File: src/rtl/rtu_pkg.sv
package rtu_pkg;
  // Per-register load choice resolved from the two decoders
  typedef enum logic [1:0] {
    LD_NONE = 2'd0,
    LD_BUS  = 2'd1,
    LD_EXT  = 2'd2
  } ld_src_e;
endpackage

File: src/rtl/rtu_dst_decoder.sv
// Binary index to one-hot load lines, gated by an enable
module rtu_dst_decoder #(
  parameter int NREG  = 8,
  parameter int SEL_W = 3
) (
  input  logic             en,
  input  logic [SEL_W-1:0] sel,
  output logic [NREG-1:0]  hot
);
  for (genvar i = 0; i < NREG; i++) begin : g_line
    assign hot[i] = en && (sel == SEL_W'(i));
  end
endmodule

File: src/rtl/rtu_src_mux.sv
// One NREG-to-1 multiplexer per bit lane, all sharing the source index
module rtu_src_mux #(
  parameter int NREG  = 8,
  parameter int W     = 8,
  parameter int SEL_W = 3
) (
  input  logic [NREG*W-1:0] regs_flat,
  input  logic [SEL_W-1:0]  sel,
  output logic [W-1:0]      bus
);
  for (genvar b = 0; b < W; b++) begin : g_lane
    logic [NREG-1:0] column;
    for (genvar r = 0; r < NREG; r++) begin : g_tap
      assign column[r] = regs_flat[r*W + b];
    end
    assign bus[b] = column[sel];
  end
endmodule

File: src/rtl/rtu_reg_bank.sv
// Register bank with synchronous load enables on a single clock
module rtu_reg_bank
  import rtu_pkg::*;
#(
  parameter int NREG = 8,
  parameter int W    = 8
) (
  input  logic              clk,
  input  logic              rst,
  input  logic [NREG-1:0]   bus_ld,
  input  logic [NREG-1:0]   ext_ld,
  input  logic [W-1:0]      bus,
  input  logic [W-1:0]      ext_data,
  output logic [NREG*W-1:0] regs_flat
);
  for (genvar i = 0; i < NREG; i++) begin : g_reg
    ld_src_e      pick;
    logic [W-1:0] q;

    // The external write outranks the bus on the same register
    always_comb begin
      if (ext_ld[i])      pick = LD_EXT;
      else if (bus_ld[i]) pick = LD_BUS;
      else                pick = LD_NONE;
    end

    always_ff @(posedge clk) begin
      if (rst) begin
        q <= '0;
      end else begin
        case (pick)
          LD_EXT:  q <= ext_data;
          LD_BUS:  q <= bus;
          default: q <= q;
        endcase
      end
    end

    assign regs_flat[i*W +: W] = q;
  end
endmodule

File: src/rtl/reg_xfer_unit.sv
// Top: shared-bus register transfer with decoded destination
module reg_xfer_unit #(
  parameter int  NREG  = 8,
  parameter int  W     = 8,
  localparam int SEL_W = $clog2(NREG)
) (
  input  logic              clk,
  input  logic              rst,
  input  logic              xfer_en,
  input  logic [SEL_W-1:0]  src_sel,
  input  logic [SEL_W-1:0]  dst_sel,
  input  logic              wr_en,
  input  logic [SEL_W-1:0]  wr_sel,
  input  logic [W-1:0]      wr_data,
  output logic [NREG*W-1:0] regs_o
);
  logic [W-1:0]    xfer_bus;
  logic [NREG-1:0] xfer_ld;
  logic [NREG-1:0] ext_ld;

  rtu_src_mux #(.NREG(NREG), .W(W), .SEL_W(SEL_W)) u_mux (
    .regs_flat (regs_o),
    .sel       (src_sel),
    .bus       (xfer_bus)
  );

  rtu_dst_decoder #(.NREG(NREG), .SEL_W(SEL_W)) u_dst_dec (
    .en  (xfer_en),
    .sel (dst_sel),
    .hot (xfer_ld)
  );

  rtu_dst_decoder #(.NREG(NREG), .SEL_W(SEL_W)) u_wr_dec (
    .en  (wr_en),
    .sel (wr_sel),
    .hot (ext_ld)
  );

  rtu_reg_bank #(.NREG(NREG), .W(W)) u_bank (
    .clk       (clk),
    .rst       (rst),
    .bus_ld    (xfer_ld),
    .ext_ld    (ext_ld),
    .bus       (xfer_bus),
    .ext_data  (wr_data),
    .regs_flat (regs_o)
  );
endmodule

File: config.mk
export PLATFORM = sky130hd
export DESIGN_NAME = reg_xfer_unit
export DESIGN_NICKNAME = d
export VERILOG_FILES = /design/src/rtl/rtu_pkg.sv /design/src/rtl/rtu_dst_decoder.sv /design/src/rtl/rtu_src_mux.sv /design/src/rtl/rtu_reg_bank.sv /design/src/rtl/reg_xfer_unit.sv
export SDC_FILE = /design/constraint.sdc
export NUM_CORES = 1
export LEC_CHECK = 0
export BUFFER_PORTS_ARGS = -buffer_cell sky130_fd_sc_hd__buf_4
export CORE_ASPECT_RATIO = 1.75
export CORE_MARGIN = 2
export CORE_UTILIZATION = 45
export DETAILED_ROUTE_END_ITERATION = 8
export PLACE_DENSITY = 0.7
export SYNTH_ARGS = -nofsm -noshare
export SYNTH_HDL_FRONTEND = slang
export SYNTH_SLANG_ARGS = --single-unit
File: constraint.sdc
create_clock -name clk -period 5.2 [get_ports clk]
set_clock_uncertainty 0.2 [all_clocks]
set_input_delay 1.04 -clock clk [delete_from_list [all_inputs] [get_ports clk]]
set_output_delay 1.04 -clock clk [all_outputs]
set_load 0.02 [all_outputs]
==> results of run 1 <==
[routing by layer]
layer	up-vias	routed length, µm
li1	1410	-
met1	1448	3689
met2	149	5163
met3	23	668
met4	0	325
met5	-	0
[cell usage in the layout (no fill, tap or decap)]
master	synthesis	routed
nor4bb_1	3	3
clkbuf_8	0	1
and4b_1	3	3
dfxtp_1	64	64
nand2_1	64	64
nor2b_1	9	9
mux4_2	7	7
nor4b_2	1	1
inv_1	65	65
and3_1	1	1
nor3b_1	1	1
clkbuf_16	0	9
a211o_1	8	8
mux4_1	9	9
bufinv_16	0	4
mux2i_4	8	8
nand3b_1	8	8
clkinv_2	0	2
buf_4	1	87
and4_1	1	1
nor2_1	1	1
o221ai_1	64	64
and3b_1	2	2
[final cells by class]
type / count / area, µm²
fill: 630 / 2846
multi-input combinational: 190 / 1680
sequential: 64 / 1281
timing repair buffer: 87 / 653.1
inverter: 65 / 244.0
clock buffer: 10 / 239.0
clock inverter: 6 / 130.1
tap: 86 / 107.6
[worst max-delay path by stage]
stage | start | endpoint | cells after the start
after global routing | wr_sel[0] | u_bank.g_reg[0].q[4] | 4
after global placement | src_sel[0] | u_bank.g_reg[5].q[1] | 4
after floorplan | src_sel[0] | u_bank.g_reg[3].q[5] | 5
final | src_sel[0] | u_bank.g_reg[6].q[2] | 4
after CTS | src_sel[0] | u_bank.g_reg[6].q[2] | 4
after detailed placement | src_sel[0] | u_bank.g_reg[6].q[2] | 4
[report_power, final]
group          total (W)  switching (W)  internal [W]
clock network   0.000742       0.000214      0.000528
logic           0.000139      0.0000834     0.0000552
registers       0.000513     0.00000978      0.000503
[kinds of logic (layout without fill, tap and decap cells)]
group / after synthesis / after routing
DFF: 64 / 64
buffers and inverters: 90 / 168
and+or+nand+nor: 94 / 94
AOI/OAI and AO/OA: 72 / 72
muxes: 24 / 24
[critical path, delay by kind of cell]
family	cells	cell delay, ns
compound gates	1	0.18
buf+inv	1	0.30
mux	2	1.01
[stage by stage]
| step | total power (W) | utilization, % |
|---|---|---|
| finish | 0.001393 | 60.37 |
| global route | 0.001431 | 60.37 |
| CTS | 0.001394 | 60.37 |
| detailed placement | 0.0006616 | 55.23 |
| global placement | 0.0006592 | 55.23 |
| floorplan | 0.0006075 | - |
==> impl_metrics.tcl, run 1 <==
set metrics [dict create \
    status "finished clean" \
    clk_path_buf_depth 2 \
    finalCritPeriodShare_pct 49.07 \
    hpwlAfterDp_um 7145 \
    drive_gt1_share_pct 28.20 \
    synth_simple_gate_area_share_pct 14.29 \
    cp.required_ns 5.19 \
    grt_first_pass_wirelength_um 16070 \
    die_w_um 69.01 \
    io_pins 85 \
    max_slew.worst_pin.slew_ns 0.8794 \
    clkTransAtPathRegs_ns 0.05 \
    drc_errors 0 \
    critPathCaptureType "flop" \
    p_leak_nw 1.699 \
    synth_compound_area_share_pct 18.95 \
    cts_made_buffers 9 \
    reg.largest.list "u_bank.g.q: 64 flops" \
    synthArstFlopShare_pct 0 \
    yosys_warnings 0 \
    yosysMostFrequentCell "inv_1" \
    post_cts_buffers 0 \
    place_area_mm2 0.003966 \
    dieHeight_um 117.8 \
    synth_area_mm2 0.003328 \
    antenna_found_initial 0 \
    die-area_mm2 0.008127 \
    cp_slowest_cell "mux4_1" \
    fmax_ghz 0.3919 \
    worstPathCellList "buf_4, mux4_1, mux2i_4, o221ai_1" \
    stdcell_count 508 \
    wire_per_inst_um 19.38 \
    cts.repair.resized 0 \
    maxCapViolCount 0 \
    synth.avg_cell_area_um2 9.675 \
    ys_seq_area_share_pct 38.50 \
    whs_path_depth 2 \
    min_to "u_bank.g_reg[1].q[0]" \
    start_util_pct 46.34 \
    grt_max_degree 19 \
    period_minus_slack_ns 2.552 \
    htree_levels 3 \
    cp_slowest_stage_delay_ns 0.70 \
    critical_path_class "input port to flop" \
    synthXorXnorAreaFrac_pct 0 \
    synth-seq-cells 64 \
    hold_path.startpoint "u_bank.g_reg[1].q[0]" \
    max-slew-margin-rel_pct 41.22 \
    r2r-end "u_bank.g_reg[6].q[2]" \
    grt_overflow 0 \
    pre_cts_slack_ns 2.322 \
    synth_top_family_by_area "compound AO/OA/AOI/OAI gates" \
    cts_hold_buf 0 \
    met1_usage_pct 29.27 \
    ant_nets 0 \
    regMostFlops "u_bank.g.q" \
    timing.hold.ws_ns 0.3049 \
    grt_setup_unrepaired "false" \
    grt_use_met2_pct 43.03 \
    power_density_mw_per_mm2 321.3 \
    areaGrowthSynthToFinish_pct 30.26 \
    io_buffer_count 84 \
    critPathArrivalTime_ns 2.54 \
    antenna_cells 0 \
    final.setup.tns_ns 0 \
    synth.top_cell.area_share_pct 38.50 \
    hold_viol_final 0 \
    busiest_layer "met2" \
    synth_edf_count 0 \
    vias 3030 \
    fp-row-count 41 \
    synthMuxAreaShare_pct 17.26 \
    finalMaxSlewViolations 0 \
    gp_congestion 0.8356 \
    clk_latency_ns 0.34 \
    root_buffer "clkbuf_16" \
    final_nets 438 \
    setup_ws_ns 2.648 \
    yosys.area.top_type "dfxtp_1" \
    coreArea_mm2 0.007182 \
    post_synth_inst_count 344 \
    synthTopCellsByArea "dfxtp_1 (38%), o221ai_1 (17%), inv_1 (7.3%), nand2_1 (7.2%), mux4_1 (7.1%)" \
    synthAdderAreaFrac_pct 0 \
    setup_viol 0 \
    synth_flop_cell "dfxtp_1" \
    cts_tree "yes" \
    holdCritPathClass "flop to flop" \
    critPathLaunchType "input port" \
    routed_wirelength_um 9846 \
    grt_pass1_vias 3032 \
    synth_cell_types 24 \
    r2r_start "u_bank.g_reg[6].q[2]" \
    place_inst 492 \
    largest_register_ffs 64 \
    grt_usage_pct 25.53 \
    final_area_mm2 0.004335 \
    ir_worst_vdd_uv 276.5 \
    critPathMaxFanout 16 \
    syn-num-nets 365 \
    drt_first_pass_iters 6 \
    drtIter0Drc 241 \
    cts.sinks 64 \
    reg2reg_depth 3 \
    ys_top_cells_by_count "inv_1 (65), dfxtp_1 (64), nand2_1 (64), o221ai_1 (64), clkbuf_1 (13)" \
    rrSetupSlack_ns 3.45 \
    grt_use_met3_pct 4.880 \
    via_per_inst 5.965 \
]
(Power assumes the default switching activity.)
==> run 2, diff against run 1 <==
Settings changed: PLACE_DENSITY 0.7 to 0.73.
Clock period 5.2 ns to 2.2 ns, I/O delays scaled along.
==> run 2 against run 1 <==
Against the previous run:
- non-clock buffer count is 11 higher
- global-route usage is 0.63 points lower
- sequential power is 140% higher
- power is 120% higher
- combinational power is 140% higher
- sequential cell count stayed put
- register-to-register slack worse by 3.0 ns
- hold slack better by 0.011 ns
- final cell count is 2.2% higher
- setup slack worse by 2.3 ns
- clock power is 110% higher
- via count is 1.6% higher
==> impl_metrics.tcl, run 2 (synthesis gave the netlist of run 1 again) <==
set metrics [dict create \
    rrSetupSlack_ns 0.43 \
    hpwlAfterDp_um 7421 \
    antenna_found_initial 0 \
    fp-row-count 41 \
    ir_worst_vdd_uv 455.0 \
    gp_congestion 0.8565 \
    worstPathCellList "buf_4, buf_4, mux4_2, mux2i_4, o221ai_1" \
    die-area_mm2 0.008127 \
    whs_path_depth 2 \
    grt_overflow 0 \
    grt_setup_unrepaired "false" \
    finalMaxSlewViolations 0 \
    max-slew-margin-rel_pct 56.92 \
    io_pins 85 \
    htree_levels 3 \
    drtIter0Drc 260 \
    critical_path_class "input port to flop" \
    root_buffer "clkbuf_16" \
    cp_slowest_cell "mux4_2" \
    stdcell_count 519 \
    final.setup.tns_ns 0 \
    crit_buf_inv 2 \
    r2r_start "u_bank.g_reg[3].q[3]" \
    layout_commonest_cell "buf_4" \
    ant_nets 0 \
    clk_path_buf_depth 2 \
    fmax_ghz 0.5399 \
    reg2reg_depth 3 \
    min_to "u_bank.g_reg[0].q[0]" \
    io_buffer_count 84 \
    place_area_mm2 0.004074 \
    final_nets 449 \
    cts_tree "yes" \
    dieHeight_um 117.8 \
    timing.hold.ws_ns 0.3164 \
    areaGrowthSynthToFinish_pct 32.07 \
    layout_common_cells "buf_4 (96), inv_1 (65), nand2_1 (64), o221ai_1 (64), dfxtp_1 (64)" \
    cts_hold_buf 0 \
    setup_viol 0 \
    largest_register_ffs 64 \
    grt_first_pass_wirelength_um 15950 \
    critPathArrivalTime_ns 1.83 \
    wire_per_inst_um 18.92 \
    grt_usage_pct 24.90 \
    cp_slowest_stage_delay_ns 0.53 \
    crit_top_cell "buf_4" \
    clkTransAtPathRegs_ns 0.05 \
    critPathCaptureType "flop" \
    place_inst 503 \
    reg.largest.list "u_bank.g.q: 64 flops" \
    path_delay_family "multiplexers" \
    grt_pass1_vias 3114 \
    maxCapViolCount 0 \
    cts_made_buffers 9 \
    post_cts_buffers 0 \
    coreArea_mm2 0.007182 \
    start_util_pct 46.34 \
    regMostFlops "u_bank.g.q" \
    routed_wirelength_um 9817 \
    drt_first_pass_iters 5 \
    power_density_mw_per_mm2 700.4 \
    holdCritPathClass "flop to flop" \
    vias 3077 \
    status "finished clean" \
    drc_errors 0 \
    p_leak_nw 1.738 \
    antenna_cells 0 \
    hold_path.startpoint "u_bank.g_reg[0].q[0]" \
    via_per_inst 5.929 \
    max_slew.worst_pin.slew_ns 0.6448 \
    finalCritPeriodShare_pct 84.19 \
    grt_max_degree 19 \
    drive_gt1_share_pct 30.02 \
    cts.repair.resized 0 \
    critPathLaunchType "input port" \
    seqCellArea_mm2 0.001281 \
    critPathMaxFanout 8 \
    clk_latency_ns 0.33 \
    final_util_pct 61.20 \
    die_w_um 69.01 \
    multiInputGateArea_mm2 0.001680 \
    fill_cells 637 \
    final_area_mm2 0.004395 \
    cp.required_ns 2.18 \
    cts.sinks 64 \
    r2r-end "u_bank.g_reg[4].q[3]" \
    period_minus_slack_ns 1.852 \
    hold_viol_final 0 \
]
-- run 2: cell count changes in the layout (fill, tap and decap cells not counted), sizes merged --
cell      previous run  this run
buf                 87        98
bufinv               4         2
clkinv               2         3
clkinvlp             0         1
-- run 2: where the power goes --
group	internal (W)	total (W)	switching, W
Clock	0.00101	0.00153	0.000511
Sequential	0.00119	0.00121	0.0000241
Combinational	0.000143	0.000340	0.000197
Total	0.00235	0.00308	0.000732
-- run 2: worst max path at each step --
stage | from | slack [ns] | end | cells after the start
2_1_floorplan | src_sel[0] | 0.21 | u_bank.g_reg[3].q[5] | 5
3_3_place_gp | src_sel[0] | 0.05 | u_bank.g_reg[0].q[4] | 5
3_5_place_dp | src_sel[0] | 0.01 | u_bank.g_reg[1].q[4] | 5
4_1_cts | src_sel[0] | 0.37 | u_bank.g_reg[1].q[4] | 5
5_1_grt | src_sel[0] | 0.28 | u_bank.g_reg[4].q[3] | 5
6_report | src_sel[0] | 0.35 | u_bank.g_reg[4].q[3] | 5
-- run 2: final cells by class --
| cell class | instances | area share, % |
|---|---|---|
| timing repair buffer | 98 | 17.31 |
| inverter | 65 | 5.551 |
| clock buffer | 10 | 5.437 |
| clock inverter | 6 | 1.879 |
| tap | 86 | 2.448 |
| multi-input combinational | 190 | 38.23 |
| sequential | 64 | 29.15 |
-- run 2: routing by layer --
metal	vias to the layer above	GRT usage [%]	part of all wire, %
met5	-	0	0
met4	0	14.95	3.3
met3	29	4.452	5.8
met2	129	42.85	53
met1	1493	28.16	38
li1	1426	-	-
-- run 2: worst min-delay path, stage by stage, from the launching register on --
cell and delay [ns]:
dfxtp_1 0.32, inv_1 0.05, o221ai_1 0.08
-- run 2: metrics by stage --
stage / total power, W / setup WS [ns]
finish: 0.003079 / 0.3479
global route: 0.003165 / 0.2776
CTS: 0.003092 / 0.3672
detailed placement: 0.001575 / 0.01094
global placement: 0.001569 / 0.05268
floorplan: 0.001436 / 0.2116
